==> config.mk <==
export PLATFORM = sky130hd
export DESIGN_NAME = pc_status_reg
export DESIGN_NICKNAME = d
export VERILOG_FILES = /design/src/rtl/pc_status_pkg.sv /design/src/rtl/pc_src_select.sv /design/src/rtl/pc_addr_next.sv /design/src/rtl/pc_carry_next.sv /design/src/rtl/pc_status_reg.sv
export SDC_FILE = /design/constraint.sdc
export NUM_CORES = 1
export LEC_CHECK = 0
export BUFFER_PORTS_ARGS = -buffer_cell sky130_fd_sc_hd__clkbuf_2
export CAP_MARGIN = 5
export CORE_ASPECT_RATIO = 0.7
export CORE_UTILIZATION = 35
export DETAILED_ROUTE_END_ITERATION = 7
export GPL_TIMING_DRIVEN = 0
export PLACE_DENSITY_LB_ADDON = 0.12
export RECOVER_POWER = 100
export SYNTH_ARGS = -nofsm -noshare
export SYNTH_HDL_FRONTEND = slang
export SYNTH_HIERARCHICAL = 1
export SYNTH_SLANG_ARGS = --single-unit
==> constraint.sdc <==
create_clock -name clk -period 4.27 [get_ports clk]
set_input_delay 0.427 -clock clk [delete_from_list [all_inputs] [get_ports clk]]
set_output_delay 0.427 -clock clk [all_outputs]
set_load 0.02 [all_outputs]
==> src/rtl/pc_status_pkg.sv <==
package pc_status_pkg;

    parameter int PC_ADDR_W = 24;
    parameter int PC_STAT_W = 8;

    typedef enum logic [1:0] {
        SRC_HOLD = 2'd0,
        SRC_SEQ  = 2'd1,
        SRC_JUMP = 2'd2,
        SRC_LOAD = 2'd3
    } addr_src_e;

endpackage

==> src/rtl/pc_src_select.sv <==
module pc_src_select
    import pc_status_pkg::*;
(
    input  logic      wr_en,
    input  logic      jmp_taken,
    input  logic      adv_en,
    output addr_src_e src
);

    // Priority: full write, then jump, then sequential step.
    always_comb begin
        if (wr_en)          src = SRC_LOAD;
        else if (jmp_taken) src = SRC_JUMP;
        else if (adv_en)    src = SRC_SEQ;
        else                src = SRC_HOLD;
    end

endmodule

==> src/rtl/pc_addr_next.sv <==
module pc_addr_next
    import pc_status_pkg::*;
#(
    parameter int ADDR_W = PC_ADDR_W
) (
    input  addr_src_e         src,
    input  logic [ADDR_W-1:0] cur_q,
    input  logic              adv_long,
    input  logic [ADDR_W-1:0] jump_addr,
    input  logic [ADDR_W-1:0] load_addr,
    output logic [ADDR_W-1:0] addr_d
);

    logic [ADDR_W-1:0] step;
    logic [ADDR_W-1:0] seq_addr;

    // Step of 1 or 2 words; the sum wraps naturally at 2^ADDR_W.
    assign step     = adv_long ? ADDR_W'(2) : ADDR_W'(1);
    assign seq_addr = cur_q + step;

    always_comb begin
        unique case (src)
            SRC_LOAD: addr_d = load_addr;
            SRC_JUMP: addr_d = jump_addr;
            SRC_SEQ:  addr_d = seq_addr;
            default:  addr_d = cur_q;
        endcase
    end

endmodule

==> src/rtl/pc_carry_next.sv <==
module pc_carry_next (
    input  logic cur_q,
    input  logic wr_en,
    input  logic wr_bit,
    input  logic carry_we,
    input  logic carry_in,
    output logic carry_d
);

    // A full write beats an ALU carry update in the same cycle.
    always_comb begin
        if (wr_en)         carry_d = wr_bit;
        else if (carry_we) carry_d = carry_in;
        else               carry_d = cur_q;
    end

endmodule

==> src/rtl/pc_status_reg.sv <==
module pc_status_reg
    import pc_status_pkg::*;
#(
    parameter int ADDR_W = PC_ADDR_W,
    parameter int STAT_W = PC_STAT_W
) (
    input  logic                       clk,
    input  logic                       rst,
    input  logic                       adv_en,
    input  logic                       adv_long,
    input  logic                       jmp_taken,
    input  logic [ADDR_W+STAT_W-1:0]   jmp_target,
    input  logic                       carry_we,
    input  logic                       carry_in,
    input  logic                       wr_en,
    input  logic [ADDR_W+STAT_W-1:0]   wr_data,
    output logic [ADDR_W+STAT_W-1:0]   rd_data,
    output logic [ADDR_W-1:0]          fetch_addr,
    output logic                       carry_out
);

    localparam int REG_W     = ADDR_W + STAT_W;
    localparam int CARRY_POS = ADDR_W;
    localparam int PAD_W     = STAT_W - 1;

    typedef struct packed {
        logic [ADDR_W-1:0] addr;
        logic              carry;
    } pc_state_t;

    pc_state_t state_d, state_q;
    addr_src_e src;
    logic [ADDR_W-1:0] addr_d;
    logic carry_d;

    // Upper target bits and reserved write bits are dropped on purpose.
    logic unused_hi;
    assign unused_hi = ^{jmp_target[REG_W-1:ADDR_W], wr_data[REG_W-1:CARRY_POS+1]};

    pc_src_select u_sel (
        .wr_en     (wr_en),
        .jmp_taken (jmp_taken),
        .adv_en    (adv_en),
        .src       (src)
    );

    pc_addr_next #(.ADDR_W(ADDR_W)) u_addr (
        .src       (src),
        .cur_q     (state_q.addr),
        .adv_long  (adv_long),
        .jump_addr (jmp_target[ADDR_W-1:0]),
        .load_addr (wr_data[ADDR_W-1:0]),
        .addr_d    (addr_d)
    );

    pc_carry_next u_carry (
        .cur_q    (state_q.carry),
        .wr_en    (wr_en),
        .wr_bit   (wr_data[CARRY_POS]),
        .carry_we (carry_we),
        .carry_in (carry_in),
        .carry_d  (carry_d)
    );

    always_comb begin
        state_d = state_q;
        if (rst) begin
            state_d.addr  = '0;
            state_d.carry = 1'b0;
        end else begin
            state_d.addr  = addr_d;
            state_d.carry = carry_d;
        end
    end

    always_ff @(posedge clk) begin
        state_q <= state_d;
    end

    assign fetch_addr = state_q.addr;
    assign carry_out  = state_q.carry;
    assign rd_data    = {{PAD_W{1'b0}}, state_q.carry, state_q.addr};

    assert_hold_R9: assert property (@(posedge clk) disable iff (rst)
        (!wr_en && !jmp_taken && !adv_en) |=> $stable(fetch_addr));

    assert_short_step_R2: assert property (@(posedge clk) disable iff (rst)
        (adv_en && !adv_long && !jmp_taken && !wr_en)
        |=> fetch_addr == ADDR_W'($past(fetch_addr) + ADDR_W'(1)));

    assert_long_step_R3: assert property (@(posedge clk) disable iff (rst)
        (adv_en && adv_long && !jmp_taken && !wr_en)
        |=> fetch_addr == ADDR_W'($past(fetch_addr) + ADDR_W'(2)));

    assert_jump_keeps_carry_R4: assert property (@(posedge clk) disable iff (rst)
        (jmp_taken && !wr_en && !carry_we)
        |=> (fetch_addr == $past(jmp_target[ADDR_W-1:0])) && $stable(carry_out));

    assert_carry_update_R6: assert property (@(posedge clk) disable iff (rst)
        (carry_we && !wr_en) |=> carry_out == $past(carry_in));

    assert_write_wins_R8: assert property (@(posedge clk) disable iff (rst)
        wr_en |=> (carry_out == $past(wr_data[CARRY_POS]))
               && (fetch_addr == $past(wr_data[ADDR_W-1:0])));

endmodule

==> results_dict.tcl, run 1 <==
set metrics [dict create \
    pwr_density_cell_nw_per_um2 250 \
    final_net_count 447 \
    grt_start_max_net_pins 14 \
    slew_viol_final 0 \
    layout.cell_area.non_filler_um2 2670 \
    cp.required_ps 4480 \
    via_count 2138 \
    run_status "finished clean" \
    number_of_register_bits_inferred_by_synthesis 25 \
    dp_hpwl_um 4450 \
    vdd_ir_drop_max_uv 107 \
    r2r_start "fetch_addr[1]" \
    synth_edf_count 0 \
    critical_path.endpoint_type "register" \
    gr_util_all_layers 0.190 \
    rrSetupSlack_ps 2010 \
    fillCellCount 590 \
    crit_end "fetch_addr[19]" \
    io_buffers 106 \
    worst-endpoint-arrival_ps 2470 \
    timing.final.crit_period_ps 2260 \
    std_cell_rows 22 \
    antenna_cells_inserted 0 \
    clock_sink_count 25 \
    post-synth-top-area-cell "dfxtp_1" \
    total_buffers_and_inverters_traversed_by_the_critical_path 1 \
    critical_path.max_stage_delay_ps 550 \
    firstDrtPassIters 4 \
    die_width_um 93.3 \
    first_global_vias 1809 \
    worst-slew-pin-transition_ps 700 \
    synthDominantCellAreaShare 0.245 \
    final_weighted_congestion_in_routability_driven_placement 0.790 \
    cp_cell_sequence "ha_1, a21oi_1, or4_1, clkbuf_1, or3_1, a31oi_1, nor2b_1" \
    synth-seq-area-share 0.245 \
    worst_skew_pair.late_latency_ps 270 \
    globalRouteOverflowTotal 0 \
    synth.cell_area_um2 2040 \
    cts_resized 0 \
    finalSetupViolCount 0 \
    cellLeakagePower_nw 1.15 \
    postCtsHoldBufs 0 \
    tritoncts "done" \
    grt_first_pass_wirelength_um 9070 \
    timing.final.hold_violations 0 \
    clock_tree.buffer_depth 2 \
    die-height_um 65.9 \
    timing.rr.end "fetch_addr[19]" \
    worst_r2r_path_depth 7 \
    startpoint_of_the_most_critical_setup_path "fetch_addr[1]" \
    grtUsageMet2 0.305 \
    clkTransAtPathRegs_ps 90 \
    grt_most_used_layer "met2" \
    setup.worst_path.class "reg2reg" \
    ioPinCount 129 \
    postCtsSetupRepairBufs 0 \
    setup_total_negative_slack_ps 0 \
    stages_on_the_worst_setup_path 7 \
    detailed_place.area_um2 2680 \
    routed_wirelength_um 5740 \
    layout_worst_path_cycle_share 0.529 \
    use_met1 0.274 \
    crit_family "simple AND/OR/NAND/NOR gates" \
    maxCapViolations 0 \
    fin_worst_hold_slack_ps 439 \
    detail_route.wl_per_cell_um 13.0 \
    grt_antenna_before_repair 0 \
    ys_async_rst_share 0 \
    ant_nets 0 \
    power_mw 0.668 \
    fmax_ghz 0.443 \
    cts_inserted_buffers 3 \
    number_of_warnings_issued_by_yosys 6 \
    netlist_top_cells_area "dfxtp_1 25%, buf_4 13%, nor2b_1 11%" \
    timing.critical_path.fanout_max 7 \
    core-area_um2 5420 \
    rsz0062_at_grt "no" \
    synth_cell_types 45 \
    clock-root-buffer "clkbuf_8" \
    slew_headroom 0.529 \
    layout-drive-gt1-share 0.294 \
    postSynthCellCount 255 \
    initial_detailed_routing_violation_count 59 \
    cts_max_level 1 \
    full_die_area_um2 6140 \
    flow.area_growth_from_synthesis_pct 30.7 \
    slowest_cell_on_the_critical_path "or4_1" \
    post_drt_via_cell_ratio 4.83 \
    syn_area_per_cell_um2 8.00 \
    timing.critical_path.from_type "register" \
    synth_ff_type "dfxtp_1" \
    worst_hold_path_type "in2reg" \
    floorplan.initialDensity 0.376 \
    drcViolationCount 0 \
    fin_skew_ps 5.43 \
    grt_util_met3 0.0333 \
]
layer usage:
layer | routed length [um] | up-vias
li1 | - | 1098
met1 | 2740 | 953
met2 | 2540 | 85
met3 | 454 | 2
met4 | 12 | 0
met5 | 0 | -
cell families after synthesis:
| kind of cell | count (synthesis) | share of synthesized area |
|---|---|---|
| flops | 25 | 0.245 |
| simple gates | 105 | 0.307 |
| buf+inv | 51 | 0.158 |
| mux | 12 | 0.0736 |
| xor+xnor | 10 | 0.0429 |
| fa+ha+maj | 3 | 0.0221 |
| other cells | 1 | 0.00184 |
| compound gates | 48 | 0.150 |
state kept, by name, indices dropped and copies added, names as in the netlist:
register    count
carry_out       1
fetch_addr     24
final cells by class:
type | instances | area (um2) | area share
repair buffers | 106 | 475 | 0.178
inverters | 7 | 26.3 | 0.00985
clock buffers | 4 | 45.0 | 0.0169
multi-input cells | 185 | 1240 | 0.464
flip-flops and latches | 25 | 500 | 0.188
plain buffers | 44 | 293 | 0.110
well taps | 72 | 90.1 | 0.0338
power by group:
group          switching (mW)  leakage [nW]  total (mW)  internal (mW)
registers              0.0322         0.208       0.285          0.252
logic                   0.131         0.919       0.242          0.111
clock network          0.0749        0.0228       0.142         0.0667
total                   0.238          1.15       0.668          0.430
through the flow:
stage | worst slack, ps | utilization | std cells
finish | 2010 | 0.492 | 443
global route | 1800 | 0.492 | 443
CTS | 2040 | 0.503 | 443
detailed placement | 1860 | 0.495 | 439
global placement | 1880 | 0.495 | 439
floorplan | 2130 | - | 261
how the worst min path moves through the flow:
stage | from | end | slack (ps) | cells after the start
floorplan | rst | carry_out | 500 | 1
global placement | fetch_addr[13] | fetch_addr[13] | 650 | 3
detailed placement | fetch_addr[13] | fetch_addr[13] | 650 | 3
CTS | rst | fetch_addr[0] | 450 | 2
global route | rst | fetch_addr[1] | 450 | 2
finish | rst | fetch_addr[1] | 440 | 2
cells in the mapped netlist, types with 2 or more instances:
cell type  instances
and4_1             3
mux4_2             2
or3_1              8
mux2_2             4
o31a_1             5
nor4_1             4
inv_1              6
o21ai_0            9
ha_1               2
nor3_1             4
buf_2              2
nand2_1           19
xor2_1             5
clkbuf_1           7
xnor2_1            5
nand3_1            6
nor2_1             5
a211oi_1          12
nand4_1            6
dfxtp_1           25
buf_4             34
nor2b_1           36
a31oi_1            7
a21oi_1           11
and3_1             3
mux2i_1            6
cells in the final DEF, fill, tap and decap left out, drive strengths merged, types with 5 or more instances in the layout:
master / n
mux2i: 6
nor2: 5
nand2: 19
buf: 28
nor2b: 36
nand4: 7
inv: 6
xor2: 5
a211oi: 12
or3: 9
nand3: 6
dfxtp: 25
o21ai: 10
clkbuf: 126
xnor2: 5
a31oi: 7
o31a: 5
a21oi: 11
conb: 7
Note: power is estimated with default switching activity, not from simulation.
==> inputs of run 2 (changes only) <==
--- a/config.mk
+++ b/config.mk
@@ -5,6 +5,7 @@
 export SDC_FILE = /design/constraint.sdc
 export NUM_CORES = 1
 export LEC_CHECK = 0
+export ABC_AREA = 1
 export BUFFER_PORTS_ARGS = -buffer_cell sky130_fd_sc_hd__clkbuf_2
 export CAP_MARGIN = 5
 export CORE_ASPECT_RATIO = 0.7
==> constraint.sdc (replaced) <==
create_clock -name clk -period 1.9 [get_ports clk]
set_input_delay 0.19 -clock clk [delete_from_list [all_inputs] [get_ports clk]]
set_output_delay 0.19 -clock clk [all_outputs]
set_load 0.02 [all_outputs]
==> results_dict.tcl, run 2 <==
set metrics [dict create \
    grt_first_pass_wirelength_um 11900 \
    slowest_cell_on_the_critical_path "dfxtp_2" \
    initial_detailed_routing_violation_count 111 \
    ys_async_rst_share 0 \
    layout.cell_area.non_filler_um2 3110 \
    fmax_ghz 0.570 \
    maxCapViolations 0 \
    final_common_cell "nand2_1" \
    firstDrtPassIters 4 \
    critical_path.max_stage_delay_ps 350 \
    antenna_cells_inserted 0 \
    timing.final.crit_period_ps 1750 \
    ioPinCount 129 \
    layout_worst_path_cycle_share 0.923 \
    worst_skew_pair.late_latency_ps 280 \
    die-height_um 71.2 \
    globalRouteOverflowTotal 0 \
    cts_inserted_buffers 3 \
    synth.most_common_cell "nand2_1" \
    run_status "finished clean" \
    netlist_top_cells_area "dfxtp_1 21%, nand2_1 19%, buf_4 10%" \
    final_net_count 600 \
    setup_total_negative_slack_ps 0 \
    synth.cell_area_um2 2390 \
    postCtsHoldBufs 0 \
    worst-slew-pin-transition_ps 667 \
    fin_skew_ps 4.42 \
    setup_slack_ps 145 \
    fillCellCount 765 \
    synth_cell_types 34 \
    critical_path.endpoint_type "register" \
    worst_hold_path_type "in2reg" \
    pwr_density_cell_nw_per_um2 508 \
    synth-seq-area-share 0.209 \
    routed_wirelength_um 7540 \
    io_buffers 105 \
    syn_area_per_cell_um2 5.94 \
    timing.hold.worst.start "rst" \
    core-area_um2 6430 \
    die_width_um 101 \
    floorplan.initialDensity 0.373 \
    grt_start_max_net_pins 15 \
    detailed_place.area_um2 3060 \
    fin_worst_hold_slack_ps 92.8 \
    largest_register_ffs 24 \
    cp.required_ps 2090 \
    layout-drive-gt1-share 0.288 \
    final_weighted_congestion_in_routability_driven_placement 0.865 \
    std_cell_rows 24 \
    final-instance-count-excl-fill 615 \
    vdd_ir_drop_max_uv 219 \
    rrSetupSlack_ps 150 \
    timing.rr.end "fetch_addr[12]" \
    synthDominantCellAreaShare 0.209 \
    detail_route.wl_per_cell_um 12.3 \
    cp_cell_sequence "ha_4, fa_2, nand2_2, nor2_4, nand2_4, nor2_2, or2_2, nand3_1, nand4_1, inv_1, nor2_1" \
    startpoint_of_the_most_critical_setup_path "fetch_addr[0]" \
    timing.final.hold_violations 0 \
    place_worst_setup_slack_ps -127 \
    flow.area_growth_from_synthesis_pct 29.8 \
    number_of_register_bits_inferred_by_synthesis 25 \
    synth_top_cells_by_count "119 x nand2_1, 55 x inv_1, 52 x nor2_1, 33 x buf_4, 26 x nand3_1" \
    worstHoldPathCells 2 \
    worst_r2r_path_depth 11 \
    slew_headroom 0.556 \
    worstHoldEndpoint "fetch_addr[0]" \
    gr_util_all_layers 0.217 \
    setup.worst_path.class "reg2reg" \
    synth_edf_count 0 \
    postSynthCellCount 403 \
    mostFrequentLayoutCells "120 x nand2_1, 65 x clkbuf_2, 55 x inv_1" \
    via_count 2745 \
    number_of_warnings_issued_by_yosys 6 \
    timing.critical_path.fanout_max 4 \
    ant_nets 0 \
    finalCoreUtilization 0.484 \
    finalSetupViolCount 0 \
    full_die_area_um2 7180 \
    cellLeakagePower_nw 1.53 \
    r2r_start "fetch_addr[0]" \
    power_mw 1.58 \
    crit_family "simple AND/OR/NAND/NOR gates" \
    tritoncts "done" \
    clock_tree.buffer_depth 2 \
    post-synth-top-area-cell "dfxtp_1" \
    synth_ff_type "dfxtp_1" \
    worst-endpoint-arrival_ps 1940 \
    cts_max_level 1 \
    first_global_vias 2385 \
    timing.critical_path.from_type "register" \
    post_drt_via_cell_ratio 4.46 \
    total_buffers_and_inverters_traversed_by_the_critical_path 1 \
    clkTransAtPathRegs_ps 100 \
    rsz0062_at_grt "no" \
    slew_viol_final 0 \
    drcViolationCount 0 \
    dp_hpwl_um 6050 \
    dp_cells 605 \
    clock_sink_count 25 \
    grt_antenna_before_repair 0 \
    stages_on_the_worst_setup_path 11 \
    clock-root-buffer "clkbuf_8" \
]
==> run 2: cell count changes in the layout (fill, tap and decap cells not counted), moves of 9 or more <==
cell	change
a211oi_1	-12
clkbuf_1	-10
inv_1	+49
nand2_1	+101
nand3_1	+20
nand4_1	+10
nor2_1	+48
nor2_2	+9
nor2b_1	-36
==> run 2: how the worst max path moves through the flow <==
stage / endpoint / slack (ps)
after floorplan: fetch_addr[8] / 20
after global placement: fetch_addr[8] / -110
after detailed placement: fetch_addr[8] / -130
after CTS: fetch_addr[8] / 8
after global routing: fetch_addr[7] / 10
final: fetch_addr[12] / 150
==> run 2: final cells by class <==
type,instances,area (um2),share of cell area
Clock inverter,1,5.00,0.00161
Tap cell,91,114,0.0366
Sequential cell,25,502,0.161
Buffer,43,312,0.100
Clock buffer,3,41.3,0.0133
Inverter,58,218,0.0700
Multi-Input combinational cell,283,1400,0.449
Timing Repair Buffer,111,520,0.167
==> run 2: metal layers <==
metal | vias up | GRT usage | wire, um | share of wire
met2 | 86 | 0.350 | 3190 | 0.42
li1 | 1460 | - | - | -
met4 | 0 | 0.0290 | 25 | 0.0033
met5 | - | 0 | 0 | 0
met1 | 1197 | 0.313 | 3900 | 0.52
met3 | 2 | 0.0326 | 419 | 0.056
==> run 2: where the power goes <==
| part | switching [mW] | total, mW | internal (mW) |
|---|---|---|---|
| logic | 0.347 | 0.590 | 0.244 |
| clock network | 0.197 | 0.345 | 0.147 |
| registers | 0.0780 | 0.645 | 0.567 |
==> run 2: cell families (layout without fill, tap and decap cells) <==
family / after synthesis / after routing / share of synthesized area
AOI/OAI and AO/OA: 29 / 29 / 0.0893
xor gates and xnor gates: 1 / 1 / 0.00366
adders and majority gates: 3 / 3 / 0.0188
buffers and inverters: 101 / 216 / 0.221
DFF: 25 / 25 / 0.209
other: 1 / 7 / 0.00157
and+or+nand+nor: 243 / 243 / 0.457
==> run 2: what timing repair did <==
action / in CTS / in global routing
gates resized for setup: 1 / 3
endpoints found under the setup margin: 5 / 6
endpoints found under the hold margin: 0 / 0
buffers inserted: 4 / 2
pin swaps: 2 / 2
